===== src/rtl/ddm_pkg.sv =====
package ddm_pkg;
    localparam int MEAS_W     = 16;
    localparam int NUM_MEAS   = 7;
    localparam int THR_KINDS  = 4;
    localparam int BYTES_PER  = MEAS_W / 8;
    localparam int THR_BYTES  = NUM_MEAS * THR_KINDS * BYTES_PER;
    localparam int THR_AW     = $clog2(THR_BYTES);
    localparam int RD_AW      = 8;

    localparam int ADDR_MEAS_BASE = 96;
    localparam int ADDR_ALM0      = 112;
    localparam int ADDR_ALM1      = 113;
    localparam int ADDR_WRN0      = 116;
    localparam int ADDR_WRN1      = 117;

    typedef enum logic [2:0] {
        M_TEMP, M_VCC, M_BIAS, M_TXP, M_RXP, M_LTEMP, M_TEC
    } meas_e;

    typedef enum logic [1:0] {
        K_HI_ALM, K_LO_ALM, K_HI_WRN, K_LO_WRN
    } kind_e;

    // measurement indices compared as two's complement
    localparam logic [NUM_MEAS-1:0] SIGNED_MASK   = 7'b1100001;
    // measurement indices gated by opt_en
    localparam logic [NUM_MEAS-1:0] OPTIONAL_MASK = 7'b1100000;

    typedef struct packed {
        logic hi_alm;
        logic lo_alm;
        logic hi_wrn;
        logic lo_wrn;
    } flags_t;

    typedef struct packed {
        logic [7:0] alm0;
        logic [7:0] alm1;
        logic [7:0] wrn0;
        logic [7:0] wrn1;
    } flag_bytes_t;

    function automatic logic above(input logic [MEAS_W-1:0] v,
                                   input logic [MEAS_W-1:0] t,
                                   input logic sgn);
        if (sgn) return $signed(v) > $signed(t);
        return v > t;
    endfunction

    function automatic logic below(input logic [MEAS_W-1:0] v,
                                   input logic [MEAS_W-1:0] t,
                                   input logic sgn);
        if (sgn) return $signed(v) < $signed(t);
        return v < t;
    endfunction

    function automatic flag_bytes_t pack_flags(input flags_t [NUM_MEAS-1:0] f,
                                               input logic opt_en);
        flag_bytes_t r;
        flags_t [NUM_MEAS-1:0] g;
        for (int i = 0; i < NUM_MEAS; i++) begin
            g[i] = (OPTIONAL_MASK[i] && !opt_en) ? flags_t'(0) : f[i];
        end
        r.alm0 = {g[M_TEMP].hi_alm, g[M_TEMP].lo_alm, g[M_VCC].hi_alm, g[M_VCC].lo_alm,
                  g[M_BIAS].hi_alm, g[M_BIAS].lo_alm, g[M_TXP].hi_alm, g[M_TXP].lo_alm};
        r.alm1 = {g[M_RXP].hi_alm, g[M_RXP].lo_alm, g[M_LTEMP].hi_alm, g[M_LTEMP].lo_alm,
                  g[M_TEC].hi_alm, g[M_TEC].lo_alm, 2'b00};
        r.wrn0 = {g[M_TEMP].hi_wrn, g[M_TEMP].lo_wrn, g[M_VCC].hi_wrn, g[M_VCC].lo_wrn,
                  g[M_BIAS].hi_wrn, g[M_BIAS].lo_wrn, g[M_TXP].hi_wrn, g[M_TXP].lo_wrn};
        r.wrn1 = {g[M_RXP].hi_wrn, g[M_RXP].lo_wrn, g[M_LTEMP].hi_wrn, g[M_LTEMP].lo_wrn,
                  g[M_TEC].hi_wrn, g[M_TEC].lo_wrn, 2'b00};
        return r;
    endfunction
endpackage


===== src/rtl/ddm_thresh_bank.sv =====
module ddm_thresh_bank
    import ddm_pkg::*;
(
    input  logic                    clk,
    input  logic                    rst,
    input  logic                    wr_en,
    input  logic [THR_AW-1:0]       wr_addr,
    input  logic [7:0]              wr_data,
    output logic [NUM_MEAS-1:0][THR_KINDS-1:0][MEAS_W-1:0] thr
);
    logic [7:0] mem [THR_BYTES];
    logic       addr_ok;

    assign addr_ok = wr_addr < THR_AW'(THR_BYTES);

    always_ff @(posedge clk) begin
        if (rst) begin
            for (int i = 0; i < THR_BYTES; i++) mem[i] <= 8'h00;
        end else if (wr_en && addr_ok) begin
            mem[wr_addr] <= wr_data;
        end
    end

    for (genvar m = 0; m < NUM_MEAS; m++) begin : g_meas
        for (genvar k = 0; k < THR_KINDS; k++) begin : g_kind
            localparam int BASE = (m * THR_KINDS + k) * BYTES_PER;
            assign thr[m][k] = {mem[BASE], mem[BASE+1]};
        end
    end


    oob_write_ignored_chk: assert property (@(posedge clk) disable iff (rst)
        (wr_en && !addr_ok) |=> $stable(thr));
endmodule


===== src/rtl/ddm_cmp.sv =====
module ddm_cmp
    import ddm_pkg::*;
#(
    parameter bit SIGNED_CMP = 1'b0
)(
    input  logic [MEAS_W-1:0]                  val,
    input  logic [THR_KINDS-1:0][MEAS_W-1:0]   thr,
    output flags_t                             flags
);
    always_comb begin
        flags.hi_alm = above(val, thr[K_HI_ALM], SIGNED_CMP);
        flags.lo_alm = below(val, thr[K_LO_ALM], SIGNED_CMP);
        flags.hi_wrn = above(val, thr[K_HI_WRN], SIGNED_CMP);
        flags.lo_wrn = below(val, thr[K_LO_WRN], SIGNED_CMP);
    end


    always_comb begin
        equal_sets_nothing_chk: assert (!(val == thr[K_HI_ALM] && flags.hi_alm) &&
                                        !(val == thr[K_LO_ALM] && flags.lo_alm) &&
                                        !(val == thr[K_HI_WRN] && flags.hi_wrn) &&
                                        !(val == thr[K_LO_WRN] && flags.lo_wrn));
    end
endmodule


===== src/rtl/ddm_snapshot.sv =====
module ddm_snapshot
    import ddm_pkg::*;
(
    input  logic                              clk,
    input  logic                              rst,
    input  logic                              upd,
    input  logic                              opt_en,
    input  logic [NUM_MEAS-1:0][MEAS_W-1:0]   meas_in,
    input  flags_t [NUM_MEAS-1:0]             flags_in,
    output logic [NUM_MEAS-1:0][MEAS_W-1:0]   meas_q,
    output flag_bytes_t                       fb_q
);
    always_ff @(posedge clk) begin
        if (rst) begin
            meas_q <= '0;
            fb_q   <= '0;
        end else if (upd) begin
            meas_q <= meas_in;
            fb_q   <= pack_flags(flags_in, opt_en);
        end
    end


    hold_between_strobes_chk: assert property (@(posedge clk) disable iff (rst)
        !upd |=> ($stable(fb_q) && $stable(meas_q)));


    optional_gated_chk: assert property (@(posedge clk) disable iff (rst)
        (upd && !opt_en) |=> (fb_q.alm1[5:2] == 4'h0 && fb_q.wrn1[5:2] == 4'h0));
endmodule


===== src/rtl/ddm_alarm_flags.sv =====
module ddm_alarm_flags
    import ddm_pkg::*;
(
    input  logic                              clk,
    input  logic                              rst,
    input  logic                              upd_strobe,
    input  logic                              opt_en,
    input  logic [NUM_MEAS-1:0][MEAS_W-1:0]   meas_in,
    input  logic                              thr_wr_en,
    input  logic [THR_AW-1:0]                 thr_wr_addr,
    input  logic [7:0]                        thr_wr_data,
    input  logic [RD_AW-1:0]                  rd_addr,
    output logic [7:0]                        rd_data
);
    logic [NUM_MEAS-1:0][THR_KINDS-1:0][MEAS_W-1:0] thr;
    flags_t [NUM_MEAS-1:0]                          flags;
    logic [NUM_MEAS-1:0][MEAS_W-1:0]                meas_q;
    flag_bytes_t                                    fb_q;

    ddm_thresh_bank u_bank (
        .clk     (clk),
        .rst     (rst),
        .wr_en   (thr_wr_en),
        .wr_addr (thr_wr_addr),
        .wr_data (thr_wr_data),
        .thr     (thr)
    );

    for (genvar m = 0; m < NUM_MEAS; m++) begin : g_cmp
        ddm_cmp #(.SIGNED_CMP(SIGNED_MASK[m])) u_cmp (
            .val   (meas_in[m]),
            .thr   (thr[m]),
            .flags (flags[m])
        );
    end

    ddm_snapshot u_snap (
        .clk      (clk),
        .rst      (rst),
        .upd      (upd_strobe),
        .opt_en   (opt_en),
        .meas_in  (meas_in),
        .flags_in (flags),
        .meas_q   (meas_q),
        .fb_q     (fb_q)
    );

    always_comb begin
        rd_data = 8'h00;
        for (int i = 0; i < NUM_MEAS; i++) begin
            if (rd_addr == RD_AW'(ADDR_MEAS_BASE + 2*i))     rd_data = meas_q[i][15:8];
            if (rd_addr == RD_AW'(ADDR_MEAS_BASE + 2*i + 1)) rd_data = meas_q[i][7:0];
        end
        case (rd_addr)
            RD_AW'(ADDR_ALM0): rd_data = fb_q.alm0;
            RD_AW'(ADDR_ALM1): rd_data = fb_q.alm1;
            RD_AW'(ADDR_WRN0): rd_data = fb_q.wrn0;
            RD_AW'(ADDR_WRN1): rd_data = fb_q.wrn1;
            default: ;
        endcase
    end


    reserved_bits_zero_chk: assert property (@(posedge clk) disable iff (rst)
        (rd_addr == RD_AW'(ADDR_ALM1) || rd_addr == RD_AW'(ADDR_WRN1)) |-> rd_data[1:0] == 2'b00);


    unmapped_zero_chk: assert property (@(posedge clk) disable iff (rst)
        (rd_addr < RD_AW'(ADDR_MEAS_BASE) || rd_addr > RD_AW'(ADDR_WRN1)) |-> rd_data == 8'h00);
endmodule


===== config.mk =====
export PLATFORM = sky130hd
export DESIGN_NAME = ddm_alarm_flags
export DESIGN_NICKNAME = d
export VERILOG_FILES = /design/src/rtl/ddm_pkg.sv /design/src/rtl/ddm_thresh_bank.sv /design/src/rtl/ddm_cmp.sv /design/src/rtl/ddm_snapshot.sv /design/src/rtl/ddm_alarm_flags.sv
export SDC_FILE = /design/constraint.sdc
export NUM_CORES = 1
export LEC_CHECK = 0
export BUFFER_PORTS_ARGS = -buffer_cell sky130_fd_sc_hd__buf_2
export CAP_MARGIN = 30
export CORE_UTILIZATION = 40
export DETAILED_ROUTE_END_ITERATION = 8
export GPL_ROUTABILITY_DRIVEN = 0
export PLACE_DENSITY = 0.67
export SLEW_MARGIN = 25
export SYNTH_ARGS = -nofsm -noshare
export SYNTH_HDL_FRONTEND = slang
export SYNTH_SLANG_ARGS = --single-unit

===== constraint.sdc =====
create_clock -name clk -period 2.1 [get_ports clk]
set_clock_uncertainty 0.15 [all_clocks]
set_input_delay 0.105 -clock clk [delete_from_list [all_inputs] [get_ports clk]]
set_output_delay 0.105 -clock clk [all_outputs]
set_load 0.01 [all_outputs]

==> flow_summary.toml, run 1 <==
[status]
status = "finished, violations left"
violations = "negative setup slack"

[global_routing]
grt_pass1_vias = 24900
grt_overflow_total = 0
grt_use_total_pct = 22.6
antenna_found_initial = 11
grt_max_degree = 57
grt_pass1_wl_mm = 148

[synthesis]
yosys.area.top_type_share_pct = 39.1
synth_edf_count = 448
async_flop_share_pct = 0
yosysUniqueCellTypes = 73
synth_area_um2 = 34400
seq_area_frac_synth_pct = 47.3
synth-seq-cells = 588
avgSynthCellArea_um2 = 10.6
synthTopCellsByArea = "edfxtp_1 39%, ha_1 16%, and2_1 8.2%"
synth_flop_cell = "edfxtp_1"
ys_warn_count = 0
synth_top_area_cell = "edfxtp_1"
mappedNetlistNets = 3826
postSynthCellCount = 3253

[critical_path]
cp_num_buf_inv = 1
cp_max_fo = 2
r2r_setup_slack_ns = 0.02
crit_type = "reg -> out"
crit_slowest_cell = "o211ai_1"
path_delay_family = "compound AO/OA/AOI/OAI gates"
arrival_ns = 2.22
cp-start-kind = "flop"
worst_path_largest_cell_delay_ns = 0.50
setup.worst_path.end_class = "output pin"
cp_cell_sequence = "o22ai_4, a221oi_2, o32ai_2, o211ai_1, buf_2"
required_ns = 1.85

[power]
peakVddDrop_v = 0.000590
p_leak_nw = 19.0
powerDensity_nw_per_um2 = 686

[layout]
layout_commonest_cell = "and2_1"
fillCellCount = 7616
final_core_util_pct = 49.7
drive_gt1_share_pct = 14.6
mostFrequentLayoutCells = "450 x and2_1, 448 x edfxtp_1, 447 x inv_1, 427 x ha_1, 238 x dlygate4sd3_1"
area_delta_synth_final_pct = 23.1
num-nets-final = 4306

[floorplan]
io_pins = 147
rows = 107
start_util_pct = 40.4
die_w_um = 295
die_area_um2 = 87200
die-height_um = 295
core_um2 = 85100

[clock_network]
clk_pin_slew_ns = 0.06
numCtsBuffers = 66
clk_latency_ns = 0.60
clock-sinks = 588
cts_tree = "yes"
cts_buffer_depth = 3
cts_max_level = 3
cts_root_buf = "clkbuf_16"

[place]
hpwl_mm = 67.5
post-place-ws_ns = -0.271
io_buffers = 146

[detailed_routing]
route.vias.total = 25600
drc = 0
drtIter0Drc = 1815
drt-total-wl_mm = 98.8
m1WireLength_mm = 41.8
drtPass1Iterations = 5
route.met2.wl_mm = 46.4
vias_per_cell = 5.20
wire_per_inst_um = 20.0
route.met3.wl_mm = 7.20
ant_nets = 0
dr.max_layer_used = "met5"

[sta]
hold_viol = 0
max_slew_margin_pct = 33.4
setup_viol = 8
final.min_clock_period_ns = 2.47
rsz0062_at_grt = "true"
worstMarginPinSlew_ns = 0.999
max_freq_mhz = 405
worst_slack_ns = -0.370
drv_slew = 0
fin_crit_sh_pct = 118

[job]
cap_violations = 0

[hold_path]
worst_hold_path_type = "in -> reg"
-- power breakdown --
| part | total (mW) | internal (mW) | switching [mW] |
|---|---|---|---|
| sequential | 13.4 | 13.1 | 0.292 |
| clock | 11.5 | 6.60 | 4.87 |
| combinational | 4.18 | 1.82 | 2.37 |
| total | 29.1 | 21.5 | 7.53 |
-- worst paths after layout --
check / to / startpoint / cells past startpoint
max: rd_data[6] / u_snap.meas_q[38] / 5
min: u_snap.meas_q[47] / upd_strobe / 4
max reg2reg: u_snap.fb_q[4] / u_bank.mem[47][5] / 7
min reg2reg: u_snap.meas_q[27] / u_snap.meas_q[27] / 2
-- what timing repair did --
| action | in CTS | in global routing |
|---|---|---|
| gates resized for setup | 59 | 65 |
| hold endpoints to repair | 138 | 0 |
| setup buffers | 3 | 0 |
| pin swaps | 30 | 39 |
| hold buffers | 238 | 0 |
| cloned | 0 | 0 |
| endpoints found under the setup margin | 14 | 24 |
-- area by class of cell --
| class | instances | area (um^2) | share of cell area [%] |
|---|---|---|---|
| Clock inverter | 27 | 239 | 0.564 |
| Multi-Input combinational cell | 2106 | 16400 | 38.7 |
| Sequential cell | 588 | 16300 | 38.5 |
| Tap cell | 1144 | 1430 | 3.38 |
| Timing Repair Buffer | 518 | 4410 | 10.4 |
| Antenna cell | 1 | 2.50 | 0.00591 |
| Clock buffer | 93 | 1900 | 4.48 |
| Inverter | 453 | 1700 | 4.02 |
-- worst register-to-register path, delay by kind of cell, from the launching register on --
family / cells / cell delay [ns]
adder cells (fa/ha/maj): 1 / 0.19
multiplexers: 1 / 0.30
AO/OA/AOI/OAI: 4 / 0.92
flip-flops: 1 / 0.38
buffers and inverters: 1 / 0.08
-- per-stage QoR --
stage	instance area (um^2)	power [mW]	TNS, ns	std cells	hold WS [ns]
2_1_floorplan	34400	15.7	0	3253	0.102
3_3_place_gp	37400	17.2	-0.358	4569	0.317
3_5_place_dp	37400	17.3	-0.754	4569	0.319
4_1_cts	42100	29.1	-2.12	4930	0.00368
5_1_grt	42300	30.1	-2.49	4929	0.0416
6_report	42300	29.1	-2.10	4930	0.0329
-- layer usage --
metal	up-vias	GRT usage (%)
met2	809	37.6
met1	12300	29.4
met4	16	8.45
met5	-	0
met3	219	4.01
li1	12300	-
-- sequential cells by signal, indices dropped and copies added, names as in the netlist --
register       cells
u_snap.meas_q    112
u_bank.mem       448
u_snap.fb_q       28
-- cell usage after synthesis (5+ instances only) --
cell / instances
inv_1: 453
and2_1: 450
edfxtp_1: 448
ha_1: 434
nor2_1: 236
dfxtp_1: 140
mux2i_1: 125
o21ai_0: 98
a21oi_1: 90
nand2_1: 86
clkbuf_1: 74
or2_2: 59
nand3_1: 56
a21o_1: 47
nand4_1: 45
nor2b_1: 36
nor3_1: 31
o21a_1: 30
a211oi_1: 28
nand2b_1: 27
buf_2: 22
a2111oi_0: 18
o211ai_1: 18
a31oi_1: 15
a22oi_1: 14
mux4_2: 11
o31ai_1: 11
a221oi_1: 10
and4_1: 10
o22ai_1: 10
nor4_1: 9
o311ai_0: 9
mux2_2: 8
o221ai_1: 8
a211o_1: 7
and3_1: 6
a22o_1: 5
buf_1: 5
nand3b_1: 5
-- logic make-up (layout without fill, tap and decap cells) --
family	Yosys count	count (layout)	share of synthesized area (%)
compound gates	452	452	8.81
other cells	0	1	0
flops	588	588	47.3
simple gates	1076	1076	17.3
mux	144	144	4.62
fa+ha+maj	434	434	15.8
buf+inv	559	1091	6.28
(Power assumes the default switching activity.)
==> run 2: changes to the inputs <==
--- a/config.mk
+++ b/config.mk
@@ -10,7 +10,6 @@
 export CORE_UTILIZATION = 40
 export DETAILED_ROUTE_END_ITERATION = 8
 export GPL_ROUTABILITY_DRIVEN = 0
-export PLACE_DENSITY = 0.67
 export SLEW_MARGIN = 25
 export SYNTH_ARGS = -nofsm -noshare
 export SYNTH_HDL_FRONTEND = slang
==> run 2 against run 1 <==
Against the previous run: the flow still finishes with violations (negative setup slack); utilization down 0.77 points; register-to-register slack barely moved; sequential share of layout area grew 0.63 points; setup slack worse by 0.021 ns; final cell count shrank 1.4%; clock-buffer cell count is 16 higher.
==> flow_summary.toml, run 2 (synthesis results as in run 1) <==
[status]
status = "finished, violations left"
violations = "negative setup slack"

[sta]
setup_viol = 8
setup_tns_ns = -1.84
final.min_clock_period_ns = 2.49
fin_hold_ws_ns = 0.0535
worstMarginPinSlew_ns = 0.972
drv_slew = 0
fin_crit_sh_pct = 119
worst_slack_ns = -0.391
hold_viol = 0
max_slew_margin_pct = 35.2
rsz0062_at_grt = "true"
max_freq_mhz = 401

[power]
p_leak_nw = 18.7
powerDensity_nw_per_um2 = 705
power.total_mw = 29.4
peakVddDrop_v = 0.000518

[detailed_routing]
wire_per_inst_um = 20.6
route.vias.total = 24900
drc = 0
vias_per_cell = 5.12
drt-total-wl_mm = 100
m1WireLength_mm = 44.0
drtPass1Iterations = 5
route.met3.wl_mm = 7.01
dr.max_layer_used = "met5"
ant_nets = 0
drtIter0Drc = 1793
route.met2.wl_mm = 46.4

[job]
cap_violations = 0

[critical_path]
setup.worst_path.end_class = "output pin"
crit_end = "rd_data[2]"
path_delay_family = "multiplexers"
cp_max_fo = 2
required_ns = 1.85
r2r-end = "u_snap.fb_q[4]"
r2r_cells = 7
cp_num_buf_inv = 1
r2r-start = "u_bank.mem[47][5]"
arrival_ns = 2.24
cp-start-kind = "flop"
crit_type = "reg -> out"
crit_slowest_cell = "mux4_2"
cp.depth = 6
cp_cell_sequence = "mux4_2, nor2_2, a21oi_2, a31oi_1, nand3_2, buf_6"
worst_path_largest_cell_delay_ns = 0.50
r2r_setup_slack_ns = 0.01
startpoint = "u_snap.meas_q[50]"

[place]
post-place-ws_ns = -0.0935
hpwl_mm = 69.3
placed_cell_area_um2 = 37400
io_buffers = 146
dp.cells = 4574

[clock_network]
clk_pin_slew_ns = 0.06
numCtsBuffers = 69
cts_buffer_depth = 3
cts_max_level = 3
cts_root_buf = "clkbuf_16"
clock-sinks = 588
cts_tree = "yes"
clk_latency_ns = 0.62

[layout]
fillCellCount = 7790
seq_area_um2 = 16300
layout_commonest_cell = "and2_1"
fin_area_um2 = 41700
instances_no_fill = 4863
final_core_util_pct = 49.0
num-nets-final = 4230
regMostFlops = "u_bank.mem"
mostFrequentLayoutCells = "450 x and2_1, 448 x inv_1, 448 x edfxtp_1, 426 x ha_1, 227 x nor2_1"
multi_input_area_um2 = 16400
top_regs = "u_bank.mem (448), u_snap.meas_q (112), u_snap.fb_q (28)"
area_delta_synth_final_pct = 21.2
drive_gt1_share_pct = 15.8
largest_reg_flops = 448

[floorplan]
core_um2 = 85100
die_area_um2 = 87200
die-height_um = 295
rows = 107
die_w_um = 295
io_pins = 147
start_util_pct = 40.4

[global_routing]
grt_overflow_total = 0
grt_max_degree = 63
grt_use_total_pct = 23.0
antenna_found_initial = 14
grt_pass1_vias = 24200
grt_pass1_wl_mm = 148

[hold_path]
worst_hold_path_type = "in -> reg"
-- run 2: cell count changes in the layout (fill, tap and decap cells not counted), moves of 5 or more --
cell           delta
dlygate4sd3_1    -94
buf_4            +15
clkbuf_1          +8
nor2_2            +6
a21oi_1           -5
a21oi_2           +5
clkbuf_16         +5
nor2_1            -5
-- run 2: worst min-delay path by stage --
stage	start	end	slack [ns]	cells past startpoint
floorplan	meas_in[104]	u_snap.meas_q[104]	0.10	2
global placement	meas_in[16]	u_snap.meas_q[16]	0.31	3
detailed placement	meas_in[48]	u_snap.meas_q[48]	0.31	3
CTS	thr_wr_data[6]	u_bank.mem[12][6]	0.02	3
global route	thr_wr_data[6]	u_bank.mem[17][6]	0.04	3
finish	thr_wr_data[6]	u_bank.mem[12][6]	0.05	3
-- run 2: metal layers --
metal / global-route usage [%] / vias to the layer above
li1: - / 12200
met1: 30.4 / 11900
met2: 37.2 / 657
met3: 4.81 / 167
met4: 7.80 / 12
met5: 0 / -
-- run 2: final cells by class --
cell class / count / area share (%)
timing repair buffer: 439 / 8.62
clock buffer: 109 / 5.02
inverter: 453 / 4.08
clock inverter: 19 / 0.342
antenna: 5 / 0.0300
sequential: 588 / 39.1
multi-input combinational: 2106 / 39.4
tap: 1144 / 3.43
-- run 2: worst reg2reg max path: cells and delay by family (launching register included) --
family                   cells  cell delay (ns)
AO/OA/AOI/OAI                4             0.95
buffers and inverters        1             0.08
multiplexers                 1             0.30
flip-flops                   1             0.38
adder cells (fa/ha/maj)      1             0.19
-- run 2: power by group --
group          leakage [nW]  total, mW  internal, mW  switching [mW]
logic                  12.2       4.04          1.69            2.35
registers              5.42       13.4          13.1           0.296
clock network          1.10       11.9          7.00            4.92
-- run 2: repair_timing --
item                                    in CTS  in global routing
cloned                                       0                  0
endpoints found under the setup margin      13                 67
buffers inserted                             2                 10
resized for setup                           53                 92
hold buffers                               144                  0
pin swaps                                   29                 52
endpoints found under the hold margin      160                  0
